===== config.mk =====
export PLATFORM = sky130hd
export DESIGN_NAME = dmac_regfile
export DESIGN_NICKNAME = d
export VERILOG_FILES = /design/src/rtl/dmac_regfile.sv
export SDC_FILE = /design/constraint.sdc
export NUM_CORES = 1
export LEC_CHECK = 0
export BUFFER_PORTS_ARGS = -buffer_cell sky130_fd_sc_hd__buf_4
export CAP_MARGIN = 25
export CORE_MARGIN = 2
export CORE_UTILIZATION = 57
export DETAILED_ROUTE_END_ITERATION = 10
export HOLD_SLACK_MARGIN = 0.02
export PLACE_DENSITY = 0.86
export SYNTH_ARGS = -nofsm -noshare
export SYNTH_HDL_FRONTEND = slang
export SYNTH_SLANG_ARGS = --single-unit

===== constraint.sdc =====
create_clock -name clk -period 3.1 [get_ports clk]
set_clock_uncertainty 0.05 [all_clocks]
set_input_delay 0.62 -clock clk [delete_from_list [all_inputs] [get_ports clk]]
set_output_delay 0.62 -clock clk [all_outputs]
set_load 0.01 [all_outputs]

===== src/rtl/dmac_regfile.sv =====
module dmac_regfile #(
  parameter int NCH = 4,
  parameter int AW  = 16,
  parameter int MW  = 6
) (
  input  logic             clk,
  input  logic             rst_n,
  input  logic             io_wr,
  input  logic             io_rd,
  input  logic [3:0]       io_addr,
  input  logic [7:0]       io_wdata,
  output logic [7:0]       io_rdata,
  input  logic [NCH-1:0]   tc_in,
  input  logic [NCH-1:0]   dreq_in,
  input  logic [NCH-1:0]   eng_wr,
  input  logic [AW-1:0]    eng_addr,
  input  logic [AW-1:0]    eng_cnt,
  output logic [NCH*AW-1:0] base_addr,
  output logic [NCH*AW-1:0] cur_addr,
  output logic [NCH*AW-1:0] base_cnt,
  output logic [NCH*AW-1:0] cur_cnt,
  output logic [NCH*MW-1:0] ch_mode,
  output logic [NCH-1:0]   ch_mask,
  output logic [7:0]       cmd,
  output logic [NCH-1:0]   sw_req
);
  localparam logic [3:0] OFS_CMD  = 4'h8;
  localparam logic [3:0] OFS_REQ  = 4'h9;
  localparam logic [3:0] OFS_MSK1 = 4'hA;
  localparam logic [3:0] OFS_MODE = 4'hB;
  localparam logic [3:0] OFS_PTR  = 4'hC;
  localparam logic [3:0] OFS_MCLR = 4'hD;
  localparam logic [3:0] OFS_MCLA = 4'hE;
  localparam logic [3:0] OFS_MALL = 4'hF;

  logic           ptr_hi;
  logic [NCH-1:0] tc_q;
  logic [AW-1:0]  word;

  wire       data_ofs = ~io_addr[3];
  wire       data_acc = (io_wr | io_rd) & data_ofs;
  wire [1:0] sel_ch   = io_addr[2:1];
  wire [5:0] sel_base = {sel_ch, 4'b0000};
  wire       st_read  = io_rd && io_addr == OFS_CMD;
  wire       mclr     = io_wr && io_addr == OFS_MCLR;

  always_ff @(posedge clk or negedge rst_n) begin
    if (!rst_n) begin
      ptr_hi  <= 1'b0;
      tc_q    <= '0;
      ch_mask <= '1;
      cmd     <= '0;
      sw_req  <= '0;
    end else begin
      if (data_acc) ptr_hi <= ~ptr_hi;
      tc_q <= (st_read ? '0 : tc_q) | tc_in;
      if (io_wr) begin
        case (io_addr)
          OFS_CMD:  cmd <= io_wdata;
          OFS_REQ:  sw_req[io_wdata[1:0]] <= io_wdata[2];
          OFS_MSK1: ch_mask[io_wdata[1:0]] <= io_wdata[2];
          OFS_PTR:  ptr_hi <= 1'b0;
          OFS_MCLR: begin
            ch_mask <= '1;
            ptr_hi  <= 1'b0;
            cmd     <= '0;
            tc_q    <= '0;
            sw_req  <= '0;
          end
          OFS_MCLA: ch_mask <= '0;
          OFS_MALL: ch_mask <= io_wdata[NCH-1:0];
          default: ;
        endcase
      end
    end
  end

  for (genvar g = 0; g < NCH; g++) begin : g_ch
    logic [AW-1:0] ba, ca, bc, cc;
    logic [MW-1:0] md;
    wire hit = io_wr && data_ofs && sel_ch == g[1:0];

    always_ff @(posedge clk or negedge rst_n) begin
      if (!rst_n) begin
        ba <= '0; ca <= '0; bc <= '0; cc <= '0; md <= '0;
      end else begin
        if (eng_wr[g]) begin
          ca <= eng_addr;
          cc <= eng_cnt;
        end
        if (hit && !io_addr[0]) begin
          if (ptr_hi) begin ba[15:8] <= io_wdata; ca[15:8] <= io_wdata; end
          else        begin ba[7:0]  <= io_wdata; ca[7:0]  <= io_wdata; end
        end
        if (hit && io_addr[0]) begin
          if (ptr_hi) begin bc[15:8] <= io_wdata; cc[15:8] <= io_wdata; end
          else        begin bc[7:0]  <= io_wdata; cc[7:0]  <= io_wdata; end
        end
        if (io_wr && io_addr == OFS_MODE && io_wdata[1:0] == g[1:0])
          md <= io_wdata[7:2];
      end
    end

    assign base_addr[g*AW +: AW] = ba;
    assign cur_addr[g*AW +: AW]  = ca;
    assign base_cnt[g*AW +: AW]  = bc;
    assign cur_cnt[g*AW +: AW]   = cc;
    assign ch_mode[g*MW +: MW]   = md;
  end

  assign word = io_addr[0] ? cur_cnt[sel_base +: AW] : cur_addr[sel_base +: AW];

  always_comb begin
    io_rdata = 8'h00;
    if (data_ofs)                 io_rdata = ptr_hi ? word[15:8] : word[7:0];
    else if (io_addr == OFS_CMD)  io_rdata = {sw_req | dreq_in, tc_q};
  end

  assert_exclusive_access_R3: assert property (@(posedge clk) disable iff (!rst_n)
    !(io_wr && io_rd));

  assert_ptr_toggles_R3: assert property (@(posedge clk) disable iff (!rst_n)
    data_acc |=> ptr_hi != $past(ptr_hi));

  assert_ptr_clear_R4: assert property (@(posedge clk) disable iff (!rst_n)
    (io_wr && io_addr == OFS_PTR) |=> !ptr_hi);

  assert_mask_all_R6: assert property (@(posedge clk) disable iff (!rst_n)
    (io_wr && io_addr == OFS_MALL) |=> ch_mask == $past(io_wdata[NCH-1:0]));

  assert_tc_latched_R9: assert property (@(posedge clk) disable iff (!rst_n)
    (|tc_in && !mclr) |=> (tc_q & $past(tc_in)) == $past(tc_in));

  assert_status_clear_R9: assert property (@(posedge clk) disable iff (!rst_n)
    (st_read && tc_in == '0) |=> tc_q == '0);

  assert_master_clear_R10: assert property (@(posedge clk) disable iff (!rst_n)
    mclr |=> (ch_mask == '1 && !ptr_hi && cmd == 8'h00 && sw_req == '0));

  assert_base_hold_R11: assert property (@(posedge clk) disable iff (!rst_n)
    !(io_wr && data_ofs) |=> ($stable(base_addr) && $stable(base_cnt)));
endmodule


---- Word-level counts from Yosys, hierarchy flattened ----
Cells that the tools add are included.
cells by class
  divide/modulo/power cells ............... 0
  shift-type cells ........................ 2
  $add $sub $neg .......................... 0
  multiplexer cells ....................... 49
  equal/unequal tests ..................... 14
  multipliers ............................. 0
  reductions and logical operators ........ 46
  magnitude comparators ................... 2
  bitwise logic cells ..................... 6
operators with widths
  cell                  number
  $mux W16              17
  $mux W8               19
  $shiftx A64 B7 Y16    2
  $reduce_and A2 Y1     19
  $eq A4 B4 Y1 const B  8
  $logic_and A1 B1 Y1   20
  $pmux W4 S4           1
  $pmux W8 S2           1
  $mux W4               3
  $bwmux W4             2
  $eq A2 B2 Y1 const B  4
  $or A4 B4 Y4          2
  $pmux W4 S2           1
  $eq A2 B1 Y1 const B  2
  $logic_not A2 Y1      2
  $mux W1               4
  $reduce_bool A2 Y1    2
  $reduce_bool A4 Y1    1
  $lt A2 B3 Y1 const B  1
  $demux W1 S2          1
  $ge A2 B1 Y1 const B  1
  $not A1 Y1            2
  $reduce_or A2 Y1      1
  $and A1 B1 Y1         1
  2 further kinds       2
word-level totals
  bits of input ports ..................... 60
  flip-flop bits (word level) ............. 301
  memories kept ........................... 0
  RAM bits ................................ 0
  logic and storage cells ................. 152
  bits in latches ......................... 0
  ROM bits ................................ 0

---- Longest topological paths before layout ----
Gate-level depths: netlist of the first run.
  depth after elaboration ................. 6
  depth in mapped cells ................... 7
  mapped depth without buffers ............ 4

---- Least setup slack after synthesis of the first run ----
No wires, ideal clock.
  kind .................................... input -> output
  start point ............................. in io_addr[0]
  end point ............................... out io_rdata[0]
  path slack .............................. 573 ps
  data arrival time ....................... 1857 ps
  data required time ...................... 2430 ps
  path buffers ............................ 2
  cell stages on the path ................. 6
  path through ............................ buf_6 -> buf_4 -> mux4_2 -> a22o_1 -> a21oi_1 -> o21ai_0
on the way
  word-level cells in the longest chain between the ends .. 3
  elaborated cells on any way between the ends .. 5
  those cells by class .................... eq/ne (1); mux (4)
ends and longest elaborated chain
  element                                   RTL line  RTL
  start: declaration                        10        input logic [3:0] io_addr,
  $eq A4 B4 Y1 or $mux W16 (tied branches)  116, 111
  $mux W8, on equally long branches         116, 115
  $mux W8 *                                 115       if (data_ofs) io_rdata = ptr_hi ? word[15:8] : word[7:0];
  end: declaration                          12        output logic [7:0] io_rdata,
Every way passes the cells marked *; elsewhere a longest branch is shown, timed or not.

---- Worst setup path after layout of the first run ----
  start point ............................. reg g_ch[3].ca[4]
  end point ............................... out io_rdata[4]
on the way
  word-level cells in the longest chain between the ends .. 4
ends and longest elaborated chain
  element                   RTL line  RTL
  start: declaration        79        logic [AW-1:0] ba, ca, bc, cc;
  start signal: assignment  88        ca <= eng_addr;
  start signal: assignment  93        else begin ba[7:0] <= io_wdata; ca[7:0] <= io_wdata; end
  $shiftx A64 B7 Y16        111       assign word = io_addr[0] ? cur_cnt[sel_base +: AW] : cur_addr[sel_base +: AW];
  $mux W16                  111
  $mux W8 (2 in a row)      115
No other way between the ends.

==> key figures, run 1 <==
Clock network
  – CTS Buf Count: 30
  – Hold-fix buffers, CTS: 0
  – Clk Latency, worst-skew pair: approximately 0.54 ns
  – PostCTS Resize Cnt: 0
  – Post-CTS setup buffer count: 0
  – Clock slew at reported path FFs: approximately 0.06 ns
  – Max Root-Sink Buffers: 3
  – TritonCTS clock tree: built
  – Clock sinks: 301
  – Htree depth: 1
  – Root buf cell: clkbuf_16

Place
  – Number of port buffers: 363
  – Gpl congestion: 0.959
  – Detailed-placement wirelength estimate: roughly 35 mm

Yosys
  – Syn Inst Count: 1254
  – Cell Area, Synth: between 10000 and 15000 µm²
  – Sequential cell area fraction in the yosys report: between 50% and 60%
  – Ys Warns: 0
  – Most frequent cells after synthesis: 297 x dfrtp_1, 239 x o21ai_0, 223 x nand2_1, 137 x mux2i_1, 89 x inv_1
  – Most area-consuming cells after synthesis: dfrtp_1 55%, mux2i_1 10%, o21ai_0 8.8%
  – Most common flop cell mapped by yosys: dfrtp_1
  – Number of library cell types mapped by synthesis: 50
  – Post-synth EDFFs: 0
  – Syn_area_per_cell: 10.8 µm²
  – Synthesized Nets: 1314
  – Synth area leader: dfrtp_1
  – Most numerous cell in the Yosys netlist: dfrtp_1
  – Share of the synthesized area in the top cell type: 54.7%
  – Async S/R FF share, synth: 100%
  – FF+latch count, synth: 301

Power
  – Reg power frac: 44.1%
  – Power per cell area: 699 nW/µm²
  – Tot Pwr: approximately 0.012 W
  – Maximum VDD drop: 0.459 mV
  – Cell Int Power: around 0.0085 W
  – Leakage: 8.75 nW
  – Logic pwr share: about 24%
  – Sw frac: 31.0%
  – NetSw: about 0.0038 W
  – Clock share of power: 31.5%

STA
  – Slew Limit Fails: 0
  – Fin crit share: 98.7%
  – Slew HR: 49.5%
  – FMAX: 0.327 GHz
  – Worst Max-Slew Pin Slew: approximately 0.76 ns
  – Final Hold Fails: 1
  – Worst hold slack: -0.00209 ns
  – TNS Setup: 0 ns
  – Finish-stage setup viols: 0
  – Tmin final: 3.06 ns
  – RSZ-0062 raised after global routing: no

Worst setup path
  – Crit path max-delay family: compound AO/OA/AOI/OAI gates
  – Reg-to-Reg Start: ptr_hi
  – R2R cell count: 4
  – Crit end category: output pin
  – Crit path DAT: around 2.4 ns
  – R2R Path End: g_ch[2].cc[9]
  – Setup CP Type: reg -> out
  – Worst path max stage delay: 0.70 ns
  – CP cell instances: mux2_2 -> o22ai_1 -> a2111oi_0 -> a211o_1 -> buf_4
  – Critical path's slowest cell: a2111oi_0
  – Crit path buffers/inverters: 1
  – Crit path max fanout: 3
  – CP required: approximately 2.4 ns
  – Crit path launch type: register
  – CP startpoint: g_ch[3].ca[4]
  – Reg2reg setup slack: 1.18 ns

Drt
  – Initial drt markers: ~1300
  – # DRC: 0
  – Antenna-violating nets left: 0
  – Drt pass-1 iters: 7
  – Drt total wl: 48.1 mm
  – Vias/cell: 6.13
  – WL/cell: 24.9 µm
  – Routed via count: 11864

Finish
  – Sequential Area: 7540 µm²
  – Antenna diode count: 0
  – Layout cell share with drive strength beyond 1: 32.8%
  – Area Overhead vs Synth: 29.4%
  – Fill count: between 1500 and 2000
  – Fin nets: between 1500 and 2000
  – Multi-input gate area: 5270 µm²

Hold path
  – Min-delay worst type: in -> async

Flow run
  – Max_cap viols: 0

Die
  – Site row count: 56
  – Core ar.: 23500 µm²
  – Die extent in x: between 150 and 200 µm
  – Die height: 158 µm
  – DIE AREA: 25100 µm²
  – Initial Utilization: 57.9%
  – # IOs: 364

GRT
  – Vias in the first global route: about 12000
  – GRT Residual Overflow: 0
  – First-pass GRT wire length: 70.9 mm
  – Initial antenna violation count: 1
  – GRT Total Usage: 38.1%
  – Largest net degree at the start of global routing: 93

Outcome
  – Failing checks: negative hold slack
  – Status: finished, violations left
==> state kept, by name, indices dropped and copies added (netlist names) <==
register	cells
ch_mask	4
tc_q	4
g_ch.ca	64
ptr_hi	1
g_ch.cc	64
sw_req	4
g_ch.md	24
cmd	8
g_ch.bc	64
g_ch.ba	64
==> stage by stage <==
step	cell area [µm²]	utilization, %	std cells	setup WS (ns)
finish	17600	75.0	1936	0.0409
global route	17600	75.0	1936	0.0485
CTS	17600	74.9	1936	0.119
floorplan	13600	-	1254	0.573
detailed placement	16500	70.4	1881	0.141
global placement	16500	70.4	1881	0.178
==> worst register-to-register path, cell delays in order, from the launching register on <==
cell and delay (ns):
dfrtp_1 0.49, nand2b_1 0.21, buf_4 0.23, nor3_4 0.56, o21ai_0 0.24
==> cells in the final DEF (no fill, tap or decap), types with 3 or more instances in the layout <==
cell type    n
and3_1       3
nand2_1    223
mux2i_1    137
o21ai_0    239
a221oi_1     3
o22ai_1      9
dfrtp_1    297
clkinv_2     5
clkbuf_16   30
mux4_2      21
inv_1       89
bufinv_16    4
nor2b_1      5
clkbuf_1     5
a22o_1      12
dfstp_2      4
nor4_4       3
nor3_2       5
nand3_1      3
nor3_4       9
nand2b_1     5
a21oi_1     15
mux2_2      39
buf_12       3
nor2_1      17
buf_4      387
clkbuf_8     8
==> final cells by class <==
type / count / share of cell area (%)
Sequential cell: 301 / 42.8
Clock inverter: 12 / 1.00
Tap cell: 319 / 2.27
Multi-Input combinational cell: 779 / 30.0
Inverter: 90 / 1.92
Timing Repair Buffer: 392 / 17.0
Clock buffer: 43 / 5.00
==> routing by layer <==
| layer | vias to the layer above | track usage (%) | routed length (µm) |
|---|---|---|---|
| met1 | 5819 | 50.5 | 17500 |
| met2 | 856 | 59.8 | 22400 |
| met3 | 190 | 8.95 | 5580 |
| li1 | 4997 | - | - |
| met5 | - | 0 | 13 |
| met4 | 2 | 18.4 | 2650 |
==> how the worst max path moves through the flow <==
stage	cells after the start	end
5_1_grt	5	io_rdata[1]
4_1_cts	5	io_rdata[4]
2_1_floorplan	6	io_rdata[0]
3_3_place_gp	7	io_rdata[4]
6_report	5	io_rdata[4]
3_5_place_dp	7	io_rdata[4]
==> kinds of logic after synthesis <==
kind of cell,after synthesis,synth area share [%]
flip-flops,301,55.4
AND/OR/NAND/NOR,288,10.3
AO/OA/AOI/OAI,294,11.7
multiplexers,197,16.8
buffers and inverters,174,5.77
==> power by group through the flow <==
stage	clock network, W	logic, W	registers, W
5_1_grt	0.00402	0.00325	0.00546
2_1_floorplan	0	0.000951	0.00553
3_5_place_dp	0	0.00299	0.00543
6_report	0.00387	0.00300	0.00542
4_1_cts	0.00388	0.00301	0.00538
3_3_place_gp	0	0.00289	0.00543
Power figures use the tool's default switching activity.
==> run 2, diff against run 1 <==
--- a/config.mk
+++ b/config.mk
@@ -8,10 +8,10 @@
 export BUFFER_PORTS_ARGS = -buffer_cell sky130_fd_sc_hd__buf_4
 export CAP_MARGIN = 25
 export CORE_MARGIN = 2
-export CORE_UTILIZATION = 57
+export CORE_UTILIZATION = 53
 export DETAILED_ROUTE_END_ITERATION = 10
 export HOLD_SLACK_MARGIN = 0.02
-export PLACE_DENSITY = 0.86
+export PLACE_DENSITY = 0.8
 export SYNTH_ARGS = -nofsm -noshare
 export SYNTH_HDL_FRONTEND = slang
 export SYNTH_SLANG_ARGS = --single-unit
==> constraint.sdc (replaced) <==
create_clock -name clk -period 3.2 [get_ports clk]
set_clock_uncertainty 0.05 [all_clocks]
set_input_delay 0.64 -clock clk [delete_from_list [all_inputs] [get_ports clk]]
set_output_delay 0.64 -clock clk [all_outputs]
set_load 0.01 [all_outputs]
==> run 2 against run 1 <==
Against the previous run:
- the flow now finishes without violations
- sequential share of layout area down 0.12 points
- clock power about the same
- non-clock buffer count down 1
- register-to-register slack worse by 0.03 ns
- via count down 1.9%
- count of clock-buffer cells in the layout down 8
- sequential power down 3%
- final cell count up 0.57%
- worst hold slack better by 0.064 ns
- cell area up 0.28%
- critical endpoint unchanged
- largest cell class unchanged
==> key figures, run 2 (synthesis gave the netlist of run 1 again) <==
Clock network
  – Clk Latency, worst-skew pair: ~0.56 ns
  – CTS Buf Count: 30
  – Max Root-Sink Buffers: 3
  – Clock slew at reported path FFs: 0.06 ns
  – Htree depth: 1
  – Root buf cell: clkbuf_16
  – Post-CTS setup buffer count: 0
  – Clock sinks: roughly 300
  – TritonCTS clock tree: built

Hold path
  – Min-delay worst type: in -> async

STA
  – Worst hold slack: ~0.06 ns
  – Worst Max-Slew Pin Slew: 0.853 ns
  – Slew Limit Fails: 0
  – Fin crit share: 96.3%
  – TNS Setup: 0 ns
  – Tmin final: 3.08 ns
  – Finish-stage setup viols: 0
  – FMAX: 0.324 GHz
  – RSZ-0062 raised after global routing: no
  – Slew HR: 43.1%
  – Final Hold Fails: 0

Outcome
  – Status: complete, no violations

Power
  – Leakage: 8.76 nW
  – Maximum VDD drop: 0.431 mV
  – Logic pwr share: between 20% and 30%
  – NetSw: 0.00371 W
  – Reg power frac: 43.7%
  – Cell Int Power: 0.00828 W
  – Clock share of power: 32.2%
  – Sw frac: 30.9%
  – Power per cell area: roughly 680 nW/µm²

Worst setup path
  – CP most frequent cell: buf_4
  – Crit path DAT: 2.39 ns
  – Critical path's slowest cell: a211o_1
  – Crit path buffers/inverters: 3
  – Crit path max-delay family: buffers and inverters
  – Setup CP Type: in -> out
  – Reg2reg setup slack: 1.15 ns
  – Crit path max fanout: 23
  – Crit path launch type: input pin
  – CP cell instances: buf_4 -> buf_12 -> mux2_2 -> o22ai_1 -> a221oi_1 -> a211o_1 -> buf_4
  – CP required: 2.51 ns
  – Crit end category: output pin
  – Worst path max stage delay: roughly 0.37 ns

GRT
  – Largest net degree at the start of global routing: 105
  – Vias in the first global route: 11423
  – First-pass GRT wire length: a little over 70 mm
  – GRT Total Usage: about a third
  – GRT Residual Overflow: 0
  – Initial antenna violation count: 0

Drt
  – Initial drt markers: 1184
  – Antenna-violating nets left: 0
  – WL/cell: 24.5 µm
  – Wire length on met2: around 22 mm
  – Top layer in use: met4
  – # DRC: 0
  – Routed via count: approximately 12000
  – Drt total wl: approximately 48 mm
  – Vias/cell: 5.98
  – DRT met1 WL: around 18 mm
  – Drt pass-1 iters: 7
  – Routed wl met3: just over 5 mm

Finish
  – Commonest non-fill, non-tap cell in the layout: buf_4
  – Fill count: approximately 1800
  – Most frequent cells in the layout: 386 x buf_4, 297 x dfrtp_1, 239 x o21ai_0
  – Fin nets: about 1700
  – Layout cell share with drive strength beyond 1: 33.0%
  – Sequential Area: 7540 µm²
  – Antenna diode count: 0
  – Area Overhead vs Synth: 29.8%
  – Multi-input gate area: 5270 µm²

Die
  – # IOs: 364
  – Die height: ~160 µm
  – Site row count: 58
  – Core ar.: 25200 µm²
  – Initial Utilization: 54.0%
  – DIE AREA: 26900 µm²
  – Die extent in x: about 160 µm

Place
  – Detailed-placement wirelength estimate: 34.6 mm
  – Gpl congestion: ~0.94
  – Number of port buffers: 363

Flow run
  – Max_cap viols: 0
## run 2: cell count changes in the layout (fill, tap and decap cells not counted)
cell / delta
clkbuf_8: -5
inv_6: +1
a2111oi_0: -1
buf_12: +1
clkinv_2: +4
bufinv_16: +2
clkbuf_1: -3
clkinvlp_4: +1
buf_4: -1
buf_6: -1
clkinv_8: +1
a2111oi_1: +1
## run 2: worst reg2reg max path, delay by kind of cell, from the launching register on
kind                   cells  cell delay [ns]
buffers and inverters      1             0.23
DFF                        1             0.51
and+or+nand+nor            3             1.05
AOI/OAI and AO/OA          1             0.12
## run 2: power by group through the flow
| stage | Clock (W) | Sequential [W] | Combinational, W |
|---|---|---|---|
| final | 0.00385 | 0.00524 | 0.00289 |
| after global routing | 0.00402 | 0.00529 | 0.00313 |
| after CTS | 0.00388 | 0.00522 | 0.00290 |
| after detailed placement | 0 | 0.00526 | 0.00288 |
| after global placement | 0 | 0.00527 | 0.00280 |
| after floorplan | 0 | 0.00535 | 0.000921 |
## run 2: repair_timing
item                       4_1_cts  5_1_grt
resized for setup                0        1
setup endpoints to repair        0        1
hold buffers                     0        0
## run 2: path summary, 6_finish.rpt
check	endpoint	cells after the start	startpoint
worst max-delay path	io_rdata[4]	7	io_addr[0]
worst min-delay path	g_ch[3].bc[11]	1	rst_n
worst max register to register	g_ch[2].ca[14]	5	ptr_hi
worst min register to register	g_ch[3].ba[10]	2	g_ch[3].ba[10]
max in group asynchronous	ch_mask[3]	2	rst_n
min in group clk	tc_q[1]	3	tc_in[1]
## run 2: layout make-up
cell class / instances / area share (%)
sequential: 301 / 42.7
tap: 330 / 2.34
timing repair buffer: 391 / 17.0
clock buffer: 35 / 4.53
inverter: 90 / 1.91
clock inverter: 21 / 1.64
multi-input combinational: 779 / 29.9
## run 2: layer usage
layer,vias up,global-route usage (%)
met2,737,55.0
li1,5007,-
met1,5733,47.8
met3,159,7.70
met4,0,14.4
met5,-,0
## run 2: per-stage QoR
stage / cells / power (W) / cell area (µm²) / worst slack, ns / utilization (%)
finish: 1947 / 0.0120 / 17600 / 0.118 / 70.1
global route: 1947 / 0.0124 / 17600 / 0.00265 / 70.1
floorplan: 1254 / 0.00628 / 13600 / 0.633 / -
CTS: 1947 / 0.0120 / 17600 / 0.125 / 70.1
global placement: 1891 / 0.00808 / 16600 / 0.195 / 65.7
detailed placement: 1891 / 0.00814 / 16600 / 0.137 / 65.7
